<file path="config.mk">
export PLATFORM = sky130hd
export DESIGN_NAME = altbit_receiver
export DESIGN_NICKNAME = d
export VERILOG_FILES = /design/src/rtl/altbit_pkg.sv /design/src/rtl/altbit_ctrl.sv /design/src/rtl/altbit_capture.sv /design/src/rtl/altbit_ack.sv /design/src/rtl/altbit_receiver.sv
export SDC_FILE = /design/constraint.sdc
export NUM_CORES = 1
export LEC_CHECK = 0
export ABC_AREA = 1
export BUFFER_PORTS_ARGS = -buffer_cell sky130_fd_sc_hd__buf_2
export CELL_PAD_IN_SITES_DETAIL_PLACEMENT = 1
export CELL_PAD_IN_SITES_GLOBAL_PLACEMENT = 1
export CORE_MARGIN = 8
export CORE_UTILIZATION = 30
export DETAILED_ROUTE_END_ITERATION = 8
export GPL_TIMING_DRIVEN = 0
export PLACE_DENSITY = 0.83
export SLEW_MARGIN = 20
export SYNTH_ARGS = -nofsm -noshare
export SYNTH_HDL_FRONTEND = slang
export SYNTH_SLANG_ARGS = --single-unit
</file>
<file path="constraint.sdc">
create_clock -name clk -period 1.2 [get_ports clk]
set_input_delay 0.12 -clock clk [delete_from_list [all_inputs] [get_ports clk]]
set_output_delay 0.12 -clock clk [all_outputs]
set_load 0.02 [all_outputs]
</file>
<file path="src/rtl/altbit_pkg.sv">
package altbit_pkg;
  typedef enum logic [1:0] {
    TAG_EMPTY   = 2'd0,
    TAG_SEQ0    = 2'd1,
    TAG_SEQ1    = 2'd2,
    TAG_CORRUPT = 2'd3
  } slot_tag_t;

  typedef enum logic [1:0] {
    ST_RECEIVE  = 2'd0,
    ST_DELIVER  = 2'd1,
    ST_SEND_ACK = 2'd2
  } rx_state_t;
endpackage

</file>
<file path="src/rtl/altbit_ctrl.sv">
module altbit_ctrl
  import altbit_pkg::*;
(
  input  logic      clk,
  input  logic      rst,
  input  slot_tag_t tag_i,
  input  logic      ack_empty_i,
  output rx_state_t state_o,
  output logic      exp_bit_o,
  output logic      accept_o
);
  rx_state_t state_q, state_d;
  logic      exp_q;
  logic      match, reject;

  always_comb begin
    match  = (tag_i == TAG_SEQ0 && !exp_q) || (tag_i == TAG_SEQ1 && exp_q);
    reject = (tag_i == TAG_CORRUPT) ||
             (tag_i == TAG_SEQ0 && exp_q) || (tag_i == TAG_SEQ1 && !exp_q);
  end

  always_comb begin
    state_d = state_q;
    case (state_q)
      ST_RECEIVE: begin
        if (match)       state_d = ST_DELIVER;
        else if (reject) state_d = ST_SEND_ACK;
      end
      ST_DELIVER:  state_d = ST_SEND_ACK;
      ST_SEND_ACK: if (ack_empty_i) state_d = ST_RECEIVE;
      default:     state_d = ST_RECEIVE;
    endcase
  end

  always_ff @(posedge clk) begin
    if (rst) begin
      state_q <= ST_RECEIVE;
      exp_q   <= 1'b0;
    end else begin
      state_q <= state_d;
      if (state_q == ST_DELIVER) exp_q <= ~exp_q;
    end
  end

  assign state_o   = state_q;
  assign exp_bit_o = exp_q;
  assign accept_o  = (state_q == ST_RECEIVE) && match;

  AST_RESET_STATE: assert property (@(posedge clk)
    rst |=> (state_q == ST_RECEIVE && !exp_q));
  AST_ACCEPT_TO_DELIVER: assert property (@(posedge clk) disable iff (rst)
    accept_o |=> state_q == ST_DELIVER);
  AST_BAD_SKIPS: assert property (@(posedge clk) disable iff (rst)
    (state_q == ST_RECEIVE && tag_i == TAG_CORRUPT) |=> state_q == ST_SEND_ACK);
  AST_HOLD_EMPTY: assert property (@(posedge clk) disable iff (rst)
    (state_q == ST_RECEIVE && tag_i == TAG_EMPTY) |=> state_q == ST_RECEIVE);
  AST_DELIVER_ONCE: assert property (@(posedge clk) disable iff (rst)
    state_q == ST_DELIVER |=> (state_q == ST_SEND_ACK && exp_q != $past(exp_q)));
  AST_ACK_WAIT: assert property (@(posedge clk) disable iff (rst)
    (state_q == ST_SEND_ACK && !ack_empty_i) |=> (state_q == ST_SEND_ACK && $stable(exp_q)));
endmodule

</file>
<file path="src/rtl/altbit_capture.sv">
module altbit_capture #(
  parameter int DATA_W = 8
) (
  input  logic              clk,
  input  logic              rst,
  input  logic              load_i,
  input  logic [DATA_W-1:0] data_i,
  output logic              valid_o,
  output logic [DATA_W-1:0] data_o
);
  logic [DATA_W-1:0] word_q;
  logic              valid_q;

  always_ff @(posedge clk) begin
    if (rst) begin
      word_q  <= '0;
      valid_q <= 1'b0;
    end else begin
      valid_q <= load_i;
      if (load_i) word_q <= data_i;
    end
  end

  assign valid_o = valid_q;
  assign data_o  = word_q;

  AST_VALID_PULSE: assert property (@(posedge clk) disable iff (rst)
    valid_q |=> !valid_q);
  AST_DATA_STABLE: assert property (@(posedge clk) disable iff (rst)
    !load_i |=> $stable(word_q));
endmodule

</file>
<file path="src/rtl/altbit_ack.sv">
module altbit_ack
  import altbit_pkg::*;
(
  input  logic      clk,
  input  logic      rst,
  input  rx_state_t state_i,
  input  logic      exp_bit_i,
  input  logic      empty_i,
  output logic      we_o,
  output logic      bit_o
);
  always_comb begin
    we_o  = (state_i == ST_SEND_ACK) && empty_i;
    bit_o = ~exp_bit_i;
  end

  AST_ACK_SINGLE: assert property (@(posedge clk) disable iff (rst)
    we_o |=> !we_o);
endmodule

</file>
<file path="src/rtl/altbit_receiver.sv">
module altbit_receiver
  import altbit_pkg::*;
#(
  parameter int DATA_W = 8
) (
  input  logic              clk,
  input  logic              rst,
  input  logic [1:0]        in_tag,
  input  logic [DATA_W-1:0] in_data,
  output logic              in_clear,
  output logic              dlv_valid,
  output logic [DATA_W-1:0] dlv_data,
  input  logic              ack_empty,
  output logic              ack_we,
  output logic              ack_bit
);
  rx_state_t state;
  logic      exp_bit;
  logic      accept;

  altbit_ctrl i_ctrl (
    .clk        (clk),
    .rst        (rst),
    .tag_i      (slot_tag_t'(in_tag)),
    .ack_empty_i(ack_empty),
    .state_o    (state),
    .exp_bit_o  (exp_bit),
    .accept_o   (accept)
  );

  altbit_capture #(.DATA_W(DATA_W)) i_capture (
    .clk    (clk),
    .rst    (rst),
    .load_i (accept),
    .data_i (in_data),
    .valid_o(dlv_valid),
    .data_o (dlv_data)
  );

  altbit_ack i_ack (
    .clk      (clk),
    .rst      (rst),
    .state_i  (state),
    .exp_bit_i(exp_bit),
    .empty_i  (ack_empty),
    .we_o     (ack_we),
    .bit_o    (ack_bit)
  );

  assign in_clear = (state == ST_RECEIVE);

  AST_CLEAR_EXCLUSIVE: assert property (@(posedge clk) disable iff (rst)
    in_clear |-> (!dlv_valid && !ack_we));
endmodule

</file>
# After elaboration in Yosys (flattened, before gate mapping)
# Index checks and enable logic that the tools add are counted.
# op_classes
n_eq_ne	7
muxes	4
bitwise	1
n_reduce_logical	12
# ops
cell	count
2-bit == test, second input constant	3
1-bit logical AND	6
2-bit two-way mux	3
2-bit case mux with 3 select lines	1
2-bit by 1-bit == test with 1-bit output, second input constant	2
1-bit logical OR	3
3-bit by 1-bit != test with 1-bit output, second input constant	1
2-bit zero test	1
2-bit != test, second input constant	1
2-bit AND reduction	1
1-bit zero test	1
1-bit inverter	1
# totals
reg_bits	12
inputBits	13
out_inout_bits	12
wordCells	28

# Depth between registers and ports, before layout
# Gate-level depths: netlist of the first run.
# logic_depth
ltp_word	7
depth_mapped	7
depth_no_buf	7

# Cells and area by module
# Synthesis of the first run repeated with hierarchy kept, for this count alone.
# unflattened
hier_cells	82
hier_area_um2	543.0
# by_module_without_submodules
mod	n_inst	cells_each	area_per_inst_um2	seq_area_each_um2
altbit_capture	1	54	369.1	180.2
altbit_ctrl	1	24	156.4	60.1
altbit_ack	1	3	13.8	0.0
altbit_receiver	1	1	3.8	0.0

# Least setup slack after synthesis of the first run
# OpenSTA, ideal clock, no wires.
# synth_path
path_kind	reg2out
start	register i_ctrl.state_q[1] (netlist: i_ctrl.state_o[1])
end	output port ack_we
t_arrival_ns	0.941
required_time_ns	1.080
slack_ns	0.139
path_stages_with_launch	3
path_buffers	0
path_cell_list	dfxtp_1 > inv_1 > nor3_1
# synth_between
elab_chain_cells	2
# synth_lines
element	line_no	rtl
from (decl)	altbit_ctrl.sv:12	rx_state_t state_q, state_d;
from (signal assigned)	altbit_ctrl.sv:40	state_q <= state_d;
2-bit == test	altbit_ack.sv:13	we_o = (state_i == ST_SEND_ACK) && empty_i;
1-bit logical AND	altbit_ack.sv:13	
to (decl)	altbit_receiver.sv:14	output logic ack_we,
# No other way between the ends.

# Final worst setup path of the first run
# layout_path
start	register i_ctrl.state_q[0] (netlist: i_ctrl.state_o[0])
end	output port ack_we
# Same word-level chain as after synthesis.

==> metrics.md, run 1 <==
| Metric | Value |
|---|---|
| CTS tree | `done` |
| Crit path capture | `ack_we` |
| Slew headroom | `78.3%` |
| Worst min path class | `input port to register` |
| FP Rows | `16` |
| Worst skew pair latency | `0.28 ns` |
| First-pass GRT wire length | `2.73 mm` |
| Vias in the first global route | `665` |
| Final setup violation count | `0` |
| MaxCap Viol Count | `0` |
| Worst-path clk slew | `0.08 ns` |
| Ant. Diodes | `0` |
| Total GRT Usage | `10.0%` |
| Final Total Pwr | `1.17 mW` |
| Cell Pwr Density | `1380 nW/um^2` |
| Final hold violations | `0` |
| Seq/Total Area, Yosys | `38.6%` |
| Die Y | `61.5 um` |
| Clock Skew | `0.00102 ns` |
| Worst Path Required | `1.08 ns` |
| Clock Sinks | `12` |
| Pin count of the biggest net entering global routing | `11` |
| Critical Setup Path Class | `register to primary output` |
| Antenna viol nets, final | `0` |
| Synth area leaders | `dfxtp_1, inv_1, nand2_1` |
| Post-DP HPWL | `1.22 mm` |
| Max Clk Rate | `897 MHz` |
| Grt total ovfl | `0` |
| Mapped Cells | `92` |
| DRC violations left | `0` |
| Layout overhead on the synthesized area | `36.0%` |
| Syn Area/Cell | `6.76 sq um` |
| Clock tree buffer depth | `2` |
| P_leak | `0.476 nW` |
| Status | `completed` |
| Warnings, synthesis | `0` |
| Mapped cell area | `622 sq um` |
| H-tree depth | `1` |
| Core ar. | `1960 sq um` |
| Fin crit period | `1.11 ns` |
| Largest area contributor in the netlist | `dfxtp_1` |
| Nets | `137` |
| Post-Syn Nets | `105` |
| Gpl congestion | `0.766` |
| R2R Setup Slk | `0.13 ns` |
| Pin slew with the least headroom to its limit | `0.325 ns` |
| Cells on worst reg2reg path | `6` |
| Worst vdd ir | `0.496 mV` |
| DIE AREA | `3790 sq um` |
| Fin. max-slew vios | `0` |
| #FFs+latches synth | `12` |
| CTS Root Cell | `clkbuf_4` |
| I/O Buffers | `24` |
| Number of CTS-inserted buffers | `3` |
| DR vias | `630` |
| Crit path from | `i_ctrl.state_o[0]` |
| DR vias/cell | `4.20` |
| Reg2Reg Capture Point | `i_capture.data_o[1]` |
| Initial cell density of the core | `31.7%` |
| Area share of the largest cell type after synthesis | `38.6%` |
| Routed WL | `1.64 mm` |
| Crit path DAT | `0.99 ns` |
| RSZ-0062 raised after global routing | `false` |
| Ratio of cells with drive above 1 in the final layout | `38.2%` |
| Die X | `61.5 um` |
| CP endpoint kind | `primary output` |
| Number of DRC markers in iteration 0 | `3` |
| TritonRoute pass-1 iters | `2` |
| Setup TNS | `0 ns` |
| Worst R2R Start | `i_ctrl.exp_bit_o` |
| Post-DR wirelength/cell | `10.9 um` |
| Initial antenna violation count | `0` |
| CP startpoint kind | `register` |
| Yosys cell types | `15` |
| CP Max Fanout | `4` |
| Final Util | `43.1%` |
| Io pins | `25` |
| Final period util | `92.9%` |
| Hold Buf Count CTS | `0` |
per-layer routing:
| layer | share of wire [%] | vias to the layer above | track usage (%) |
|---|---|---|---|
| li1 | - | 333 | - |
| met1 | 47 | 272 | 11.4 |
| met2 | 44 | 20 | 15.1 |
| met3 | 5.3 | 5 | 2.09 |
| met4 | 4.2 | 0 | 9.74 |
| met5 | 0 | - | 0 |
through the flow:
step           instance area (sq um)  setup WS [ns]  hold slack, ns  cells
2_1_floorplan                    622          0.139           0.192     92
3_3_place_gp                     776          0.119           0.330    143
3_5_place_dp                     776          0.106           0.334    143
4_1_cts                          836         0.0290          0.0325    150
5_1_grt                          846         0.0105          0.0347    150
6_report                         846         0.0851          0.0287    150
critical path, cell delays in order (launching register included):
cell     delay, ns
dfxtp_1       0.37
nor3_2        0.19
buf_4         0.16
synth_stat cells, drive strengths merged:
| library cell | count |
|---|---|
| clkinv | 1 |
| inv | 28 |
| a21oi | 2 |
| nor3 | 1 |
| nand3 | 1 |
| nor2 | 15 |
| o21ai | 2 |
| nand2 | 22 |
| nand4 | 8 |
| dfxtp | 12 |
power breakdown:
group	switching, mW	internal, mW	leakage, nW
Sequential	0.0270	0.443	0.0992
Combinational	0.228	0.139	0.355
Clock	0.147	0.185	0.0210
Total	0.403	0.767	0.476
placed cells by master (no fill, tap or decap), types with 2 or more instances in the layout:
cell type | synthesis | layout
buf_2 | 0 | 23
a21oi_1 | 2 | 2
inv_1 | 26 | 26
dfxtp_1 | 12 | 11
clkbuf_4 | 0 | 3
nor2_2 | 8 | 8
nor2_1 | 6 | 6
inv_2 | 2 | 2
nand2_1 | 21 | 21
nand4_1 | 8 | 8
buf_4 | 0 | 4
state kept, by name, indices dropped and copies added, names as in the netlist:
name,count
i_ctrl.state_o,2
i_capture.valid_o,1
i_capture.data_o,8
i_ctrl.exp_bit_o,1
cell type report:
type                    count  area (sq um)
multi-input cells          51           278
inverters                  29           109
repair buffers             27           145
fillers                   287          1120
flip-flops and latches     12           244
well taps                  27          33.8
clock buffers               4          36.3
what timing repair did:
| item | in CTS | in global routing |
|---|---|---|
| pin swaps | 2 | 0 |
| setup buffers | 3 | 0 |
| endpoints found under the setup margin | 2 | 1 |
| gates resized for setup | 1 | 3 |
cell families (layout without fill, tap and decap cells):
family / after synthesis / after routing / synth area share, %
flops: 12 / 12 / 38.6
simple gates: 47 / 47 / 38.8
buf+inv: 29 / 60 / 17.5
compound gates: 4 / 4 / 5.03
worst min path at each step:
stage / from / end / cells past startpoint
CTS: rst / i_ctrl.state_o[1] / 2
global route: rst / i_ctrl.state_o[1] / 2
detailed placement: rst / i_capture.valid_o / 2
finish: rst / i_ctrl.state_o[1] / 2
global placement: rst / i_capture.valid_o / 2
floorplan: rst / i_capture.valid_o / 1
(Power assumes the default switching activity.)
==> run 2: changes to the inputs <==
--- a/config.mk
+++ b/config.mk
@@ -11,3 +11,3 @@
 export CELL_PAD_IN_SITES_GLOBAL_PLACEMENT = 1
-export CORE_MARGIN = 8
+export CORE_MARGIN = 1
 export CORE_UTILIZATION = 30
--- a/constraint.sdc
+++ b/constraint.sdc
@@ -3,2 +3,2 @@
 set_output_delay 0.12 -clock clk [all_outputs]
-set_load 0.02 [all_outputs]
+set_load 0.01 [all_outputs]
==> run 2 against run 1 <==
Against the previous run: global-route usage is 5.8 points higher; wire length is 2.2% higher; non-clock buffer count stayed put; sequential cell count stayed put; worst hold slack better by 0.025 ns; core utilization is 0.064 points higher; combinational power is 5% lower; die area is 40% lower.
==> metrics.md, run 2 (synthesis gave the netlist of run 1 again) <==
| Metric | Value |
|---|---|
| Status | `completed` |
| Ant. Diodes | `0` |
| Largest register FFs | `8` |
| Hold_ws | `0.0539 ns` |
| DRC violations left | `0` |
| First-pass GRT wire length | `2.49 mm` |
| Worst hold start | `rst` |
| Cells on worst reg2reg path | `5` |
| Initial antenna violation count | `0` |
| Layout overhead on the synthesized area | `36.2%` |
| Pin count of the biggest net entering global routing | `11` |
| Final setup violation count | `0` |
| Die X | `47.5 um` |
| Core ar. | `1960 sq um` |
| Worst vdd ir | `0.471 mV` |
| TritonRoute pass-1 iters | `3` |
| CP endpoint kind | `primary output` |
| Max Clk Rate | `874 MHz` |
| Met3 Use GR | `2.26%` |
| Slew headroom | `74.0%` |
| Final worst slack | `0.0557 ns` |
| Pin slew with the least headroom to its limit | `0.388 ns` |
| Ratio of cells with drive above 1 in the final layout | `38.2%` |
| Worst skew pair latency | `0.27 ns` |
| Clock Sinks | `12` |
| Reg2Reg Capture Point | `i_capture.data_o[4]` |
| Crit path from | `i_ctrl.state_o[0]` |
| CP Max Fanout | `7` |
| CP startpoint kind | `register` |
| P_leak | `0.471 nW` |
| R2R Setup Slk | `0.08 ns` |
| Clock tree buffer depth | `2` |
| Number of CTS-inserted buffers | `3` |
| Met1 Track Usage GR | `18.4%` |
| Worst min path class | `input port to register` |
| I/O Buffers | `24` |
| Pre-CTS setup slack | `0.0927 ns` |
| DR vias/cell | `4.37` |
| Worst Path Required | `1.08 ns` |
| Clock Skew | `0.00925 ns` |
| FP Rows | `16` |
| Die Y | `47.5 um` |
| Antenna viol nets, final | `0` |
| Commonest cells after routing, fill and taps aside | `inv_1, buf_2, nand2_1` |
| Post-DP HPWL | `1.14 mm` |
| Final Total Pwr | `1.06 mW` |
| Commonest non-fill, non-tap cell in the layout | `inv_1` |
| Setup TNS | `0 ns` |
| Fin. max-slew vios | `0` |
| Fin crit period | `1.14 ns` |
| Grt total ovfl | `0` |
| Gpl congestion | `0.752` |
| H-tree depth | `1` |
| Worst R2R Start | `i_ctrl.state_o[0]` |
| Crit path capture | `in_clear` |
| Initial cell density of the core | `31.7%` |
| Placed insts | `143` |
| Crit path DAT | `1.02 ns` |
| Nets | `138` |
| Vias in the first global route | `602` |
| Worst-path clk slew | `0.07 ns` |
| Post-Layout Cell Count | `150` |
| Met2 usage | `27.1%` |
| Number of DRC markers in iteration 0 | `6` |
| CTS Root Cell | `clkbuf_4` |
| Routed WL | `1.67 mm` |
| FILL cells | `286` |
| Critical Setup Path Class | `register to primary output` |
| Global route hottest layer | `met2` |
| Cell Pwr Density | `1250 nW/um^2` |
| DIE AREA | `2260 sq um` |
| Final hold violations | `0` |
| DR vias | `655` |
| Total GRT Usage | `15.8%` |
| Io pins | `25` |
| Post-DR wirelength/cell | `11.2 um` |
| Final period util | `95.4%` |
| MaxCap Viol Count | `0` |
| CTS tree | `done` |
run 2: cell count changes in the layout (fill, tap and decap cells not counted):
| cell | before | now |
|---|---|---|
| nand3_4 | 1 | 2 |
| buf_4 | 4 | 3 |
| buf_2 | 23 | 24 |
| clkbuf_8 | 1 | 0 |
run 2: final cells by class:
type                    instances  area [sq um]  share of cell area [%]
flip-flops and latches         12           244                    28.8
inverters                      29           109                    12.9
well taps                      27          33.8                    3.99
repair buffers                 27           143                    16.8
multi-input cells              52           295                    34.9
clock buffers                   3          22.5                    2.66
run 2: routing by layer:
layer / wire, um / vias to the layer above / part of all wire, %
li1: - / 335 / -
met1: 670 / 303 / 40
met2: 902 / 15 / 54
met3: 73 / 2 / 4.4
met4: 27 / 0 / 1.6
met5: 0 / - / 0
run 2: worst min path at each step:
stage	end	slack [ns]	cells after the start
2_1_floorplan	i_capture.valid_o	0.19	1
3_3_place_gp	i_ctrl.state_o[1]	0.33	2
3_5_place_dp	i_ctrl.state_o[1]	0.34	2
4_1_cts	i_ctrl.state_o[1]	0.05	2
5_1_grt	i_ctrl.state_o[1]	0.06	2
6_report	i_ctrl.state_o[1]	0.05	2
run 2: power breakdown:
part	total, mW	internal, mW	switching [mW]	leakage [nW]
clock network	0.243	0.116	0.128	0.0138
registers	0.470	0.443	0.0264	0.0992
logic	0.350	0.142	0.208	0.358
total	1.06	0.701	0.362	0.471
run 2: repair_timing:
item                       CTS  global route
setup endpoints to repair    1             7
pin swaps                    0             2
gates cloned                 0             1
buffers inserted             0             3
hold buffers                 0             0
gates resized for setup      1             3
run 2: worst max-delay path, stage by stage (launching register included):
cell and delay [ns]:
dfxtp_1 0.36, nor2_4 0.22, buf_2 0.18
run 2: metrics by stage:
| stage | area, sq um | utilization (%) |
|---|---|---|
| floorplan | 622 | - |
| global placement | 776 | 39.5 |
| detailed placement | 776 | 39.5 |
| CTS | 800 | 40.8 |
| global route | 847 | 43.2 |
| finish | 847 | 43.2 |
==> run 3: changes to the inputs <==
ABC_AREA = not set   (was 1)
PLACE_DENSITY = 0.8   (was 0.83)
==> run 3 against run 2 <==
Against the previous run: the flow now finishes with violations (negative setup slack); register-to-register slack got worse by 0.23 ns; core utilization rose by 3.6 points; global-route usage is 1.0 points lower; sequential cell count unchanged.
==> metrics.md, run 3 <==
| Metric | Value |
|---|---|
| Largest family of logic cells by synthesized area | `simple AND/OR/NAND/NOR gates` |
| FP Rows | `14` |
| Worst-path clk slew | `0.08 ns` |
| Gpl congestion | `0.677` |
| Largest delay contributor family on the critical path | `simple AND/OR/NAND/NOR gates` |
| Simple-Gate Fraction of Synth Area | `28.4%` |
| Hold path depth | `3` |
| Area share of the largest cell type after synthesis | `44.3%` |
| Mapped Cells | `53` |
| Placed insts | `100` |
| #FFs+latches synth | `12` |
| Cell count along the critical path | `4` |
| Vias in the first global route | `504` |
| Post-DR wirelength/cell | `11.5 um` |
| Core ar. | `1590 sq um` |
| Largest stage delay, worst path | `0.36 ns` |
| CP Cell Sequence | `or3b_1 -> a21boi_2 -> buf_6 -> mux2i_1` |
| Nets | `96` |
| Main synth FF type | `dfxtp_1` |
| Synth top cells by count | `nand2b_1, dfxtp_1, mux2i_1` |
| Synth area leaders | `dfxtp_1, nand2b_1, mux2i_1` |
| DIE AREA | `1980 sq um` |
| Pin slew with the least headroom to its limit | `0.378 ns` |
| DRC violations left | `0` |
| Complex-gate fraction of the synthesized area | `4.85%` |
| Cells on worst reg2reg path | `4` |
| Clock Sinks | `12` |
| Worst Hold End | `i_capture.data_o[6]` |
| RSZ-0062 raised after global routing | `true` |
| Worst path slowest cell | `or3b_1` |
| Clock tree buffer depth | `2` |
| Count of flip-flops with a built-in enable after synthesis | `0` |
| Die X | `44.5 um` |
| Worst min path class | `input port to register` |
| Crit path buf inv count | `1` |
| Yosys cell types | `16` |
| Max Clk Rate | `743 MHz` |
| Pin count of the biggest net entering global routing | `11` |
| Failing checks | `negative setup slack` |
| Most numerous cell in the Yosys netlist | `nand2b_1` |
| Final period util | `112%` |
| Antenna viol nets, final | `0` |
| Final Cell Area | `746 sq um` |
| Async SR Flop Fraction | `0%` |
| Largest area contributor in the netlist | `dfxtp_1` |
| Worst R2R Start | `i_ctrl.exp_bit_o` |
| Commonest cells after routing, fill and taps aside | `buf_2, nand2b_1, dfxtp_1` |
| Seq/Total Area, Yosys | `44.3%` |
| Cell Area, Placed | `688 sq um` |
| Number of CTS-inserted buffers | `3` |
| Syn Area/Cell | `10.2 sq um` |
| Worst vdd ir | `0.698 mV` |
| Critical Setup Path Class | `register to register` |
| CP endpoint kind | `register` |
| Worst hold start | `in_data[6]` |
| Warnings, synthesis | `0` |
| Worst Path Required | `1.40 ns` |
| Fin crit period | `1.35 ns` |
| CP startpoint kind | `register` |
| Die Y | `44.5 um` |
| Synth Area in XOR/XNOR | `1.62%` |
| Total GRT Usage | `14.8%` |
| Adder-Cell Fraction of Synth Area | `0%` |
| Initial antenna violation count | `0` |
| Mux contribution to synthesized area | `16.6%` |
| Ant. Diodes | `0` |
| TritonRoute pass-1 iters | `3` |
| DR vias | `468` |
| Grt total ovfl | `0` |
| CTS tree | `done` |
| Commonest non-fill, non-tap cell in the layout | `buf_2` |
| Status | `finished, violations left` |
| Slew headroom | `74.8%` |
| Post-Layout Cell Count | `106` |
| I/O Buffers | `23` |
| Fin. max-slew vios | `0` |
| CTS Root Cell | `clkbuf_4` |
| Io pins | `25` |
| H-tree depth | `1` |
| DR vias/cell | `4.42` |
| Mapped cell area | `542 sq um` |
| Cell Pwr Density | `1240 nW/um^2` |
| P_leak | `0.338 nW` |
| Worst skew pair latency | `0.28 ns` |
| Reg2Reg Capture Point | `i_capture.data_o[5]` |
| R2R Setup Slk | `-0.15 ns` |
| Routed WL | `1.22 mm` |
| Layout overhead on the synthesized area | `37.6%` |
| Clock Skew | `0.00376 ns` |
| Ratio of cells with drive above 1 in the final layout | `39.0%` |
| Largest register FFs | `8` |
| Hold Buf Count CTS | `0` |
| Final hold violations | `0` |
| Number of DRC markers in iteration 0 | `3` |
| Final setup violation count | `10` |
| First-pass GRT wire length | `2.04 mm` |
| Post-Syn Nets | `66` |
| Final worst slack | `-0.145 ns` |
| MaxCap Viol Count | `0` |
| CP Max Fanout | `5` |
| Initial cell density of the core | `34.0%` |
| Crit path DAT | `1.55 ns` |
## run 3: changes by cell type after synthesis, sizes merged, moves of 2 or more
cell	before	now
o21ai	2	0
nand4	8	0
and2b	0	2
clkbuf	0	2
nor2	15	2
mux2i	0	9
inv	28	1
nand2b	0	16
a21oi	2	0
nand2	22	0
## run 3: layer usage
layer | vias up | part of all wire, % | track usage [%]
met3 | 4 | 7.6 | 3.27
met1 | 211 | 42 | 17.0
met4 | 0 | 2.5 | 10.9
met2 | 22 | 47 | 23.8
li1 | 231 | - | -
met5 | - | 0 | 0
## run 3: layout make-up
class	count	area [sq um]
well taps	24	30.0
repair buffers	25	134
inverters	1	3.75
flip-flops and latches	12	244
multi-input cells	37	279
fillers	203	848
plain buffers	3	18.8
clock buffers	4	36.3
## run 3: how the worst max path moves through the flow
stage                                start                  end  slack, ns
after floorplan           i_ctrl.exp_bit_o  i_capture.data_o[0]   -0.00006
after global placement    i_ctrl.exp_bit_o  i_capture.data_o[3]      -0.06
after detailed placement  i_ctrl.exp_bit_o  i_capture.data_o[5]      -0.12
after CTS                 i_ctrl.exp_bit_o  i_capture.data_o[5]      -0.12
after global routing      i_ctrl.exp_bit_o  i_capture.data_o[5]      -0.20
final                     i_ctrl.exp_bit_o  i_capture.data_o[5]      -0.15
## run 3: metrics by stage
step	setup WS, ns	power [mW]	util (%)	hold slack [ns]	setup TNS (ns)
2_1_floorplan	-0.0000564	0.536	-	0.275	-0.000451
3_3_place_gp	-0.0632	0.589	43.2	0.382	-0.482
3_5_place_dp	-0.118	0.594	43.2	0.392	-0.706
4_1_cts	-0.118	0.925	46.5	0.0956	-0.890
5_1_grt	-0.201	0.963	46.8	0.109	-1.43
6_report	-0.145	0.924	46.8	0.0919	-0.927
## run 3: worst register-to-register path, delay by kind of cell (launching register included)
kind,cells,cell delay [ns]
mux,1,0.20
buf+inv,1,0.16
simple gates,1,0.36
flops,1,0.35
compound gates,1,0.20
## run 3: cell families after synthesis
family | after synthesis
xor+xnor | 1
mux | 9
buf+inv | 4
simple gates | 24
compound gates | 3
flops | 12
## run 3: power by group
part | internal [mW] | total (mW) | switching, mW | leakage (nW)
clock network | 0.185 | 0.332 | 0.147 | 0.0210
registers | 0.422 | 0.434 | 0.0128 | 0.0988
logic | 0.0849 | 0.158 | 0.0728 | 0.218
## run 3: repair_timing
| action | in CTS | in global routing |
|---|---|---|
| cloned | 1 | 0 |
| resized for setup | 2 | 1 |
| buffers inserted | 1 | 0 |
| setup endpoints to repair | 10 | 10 |
| pin swaps | 0 | 0 |
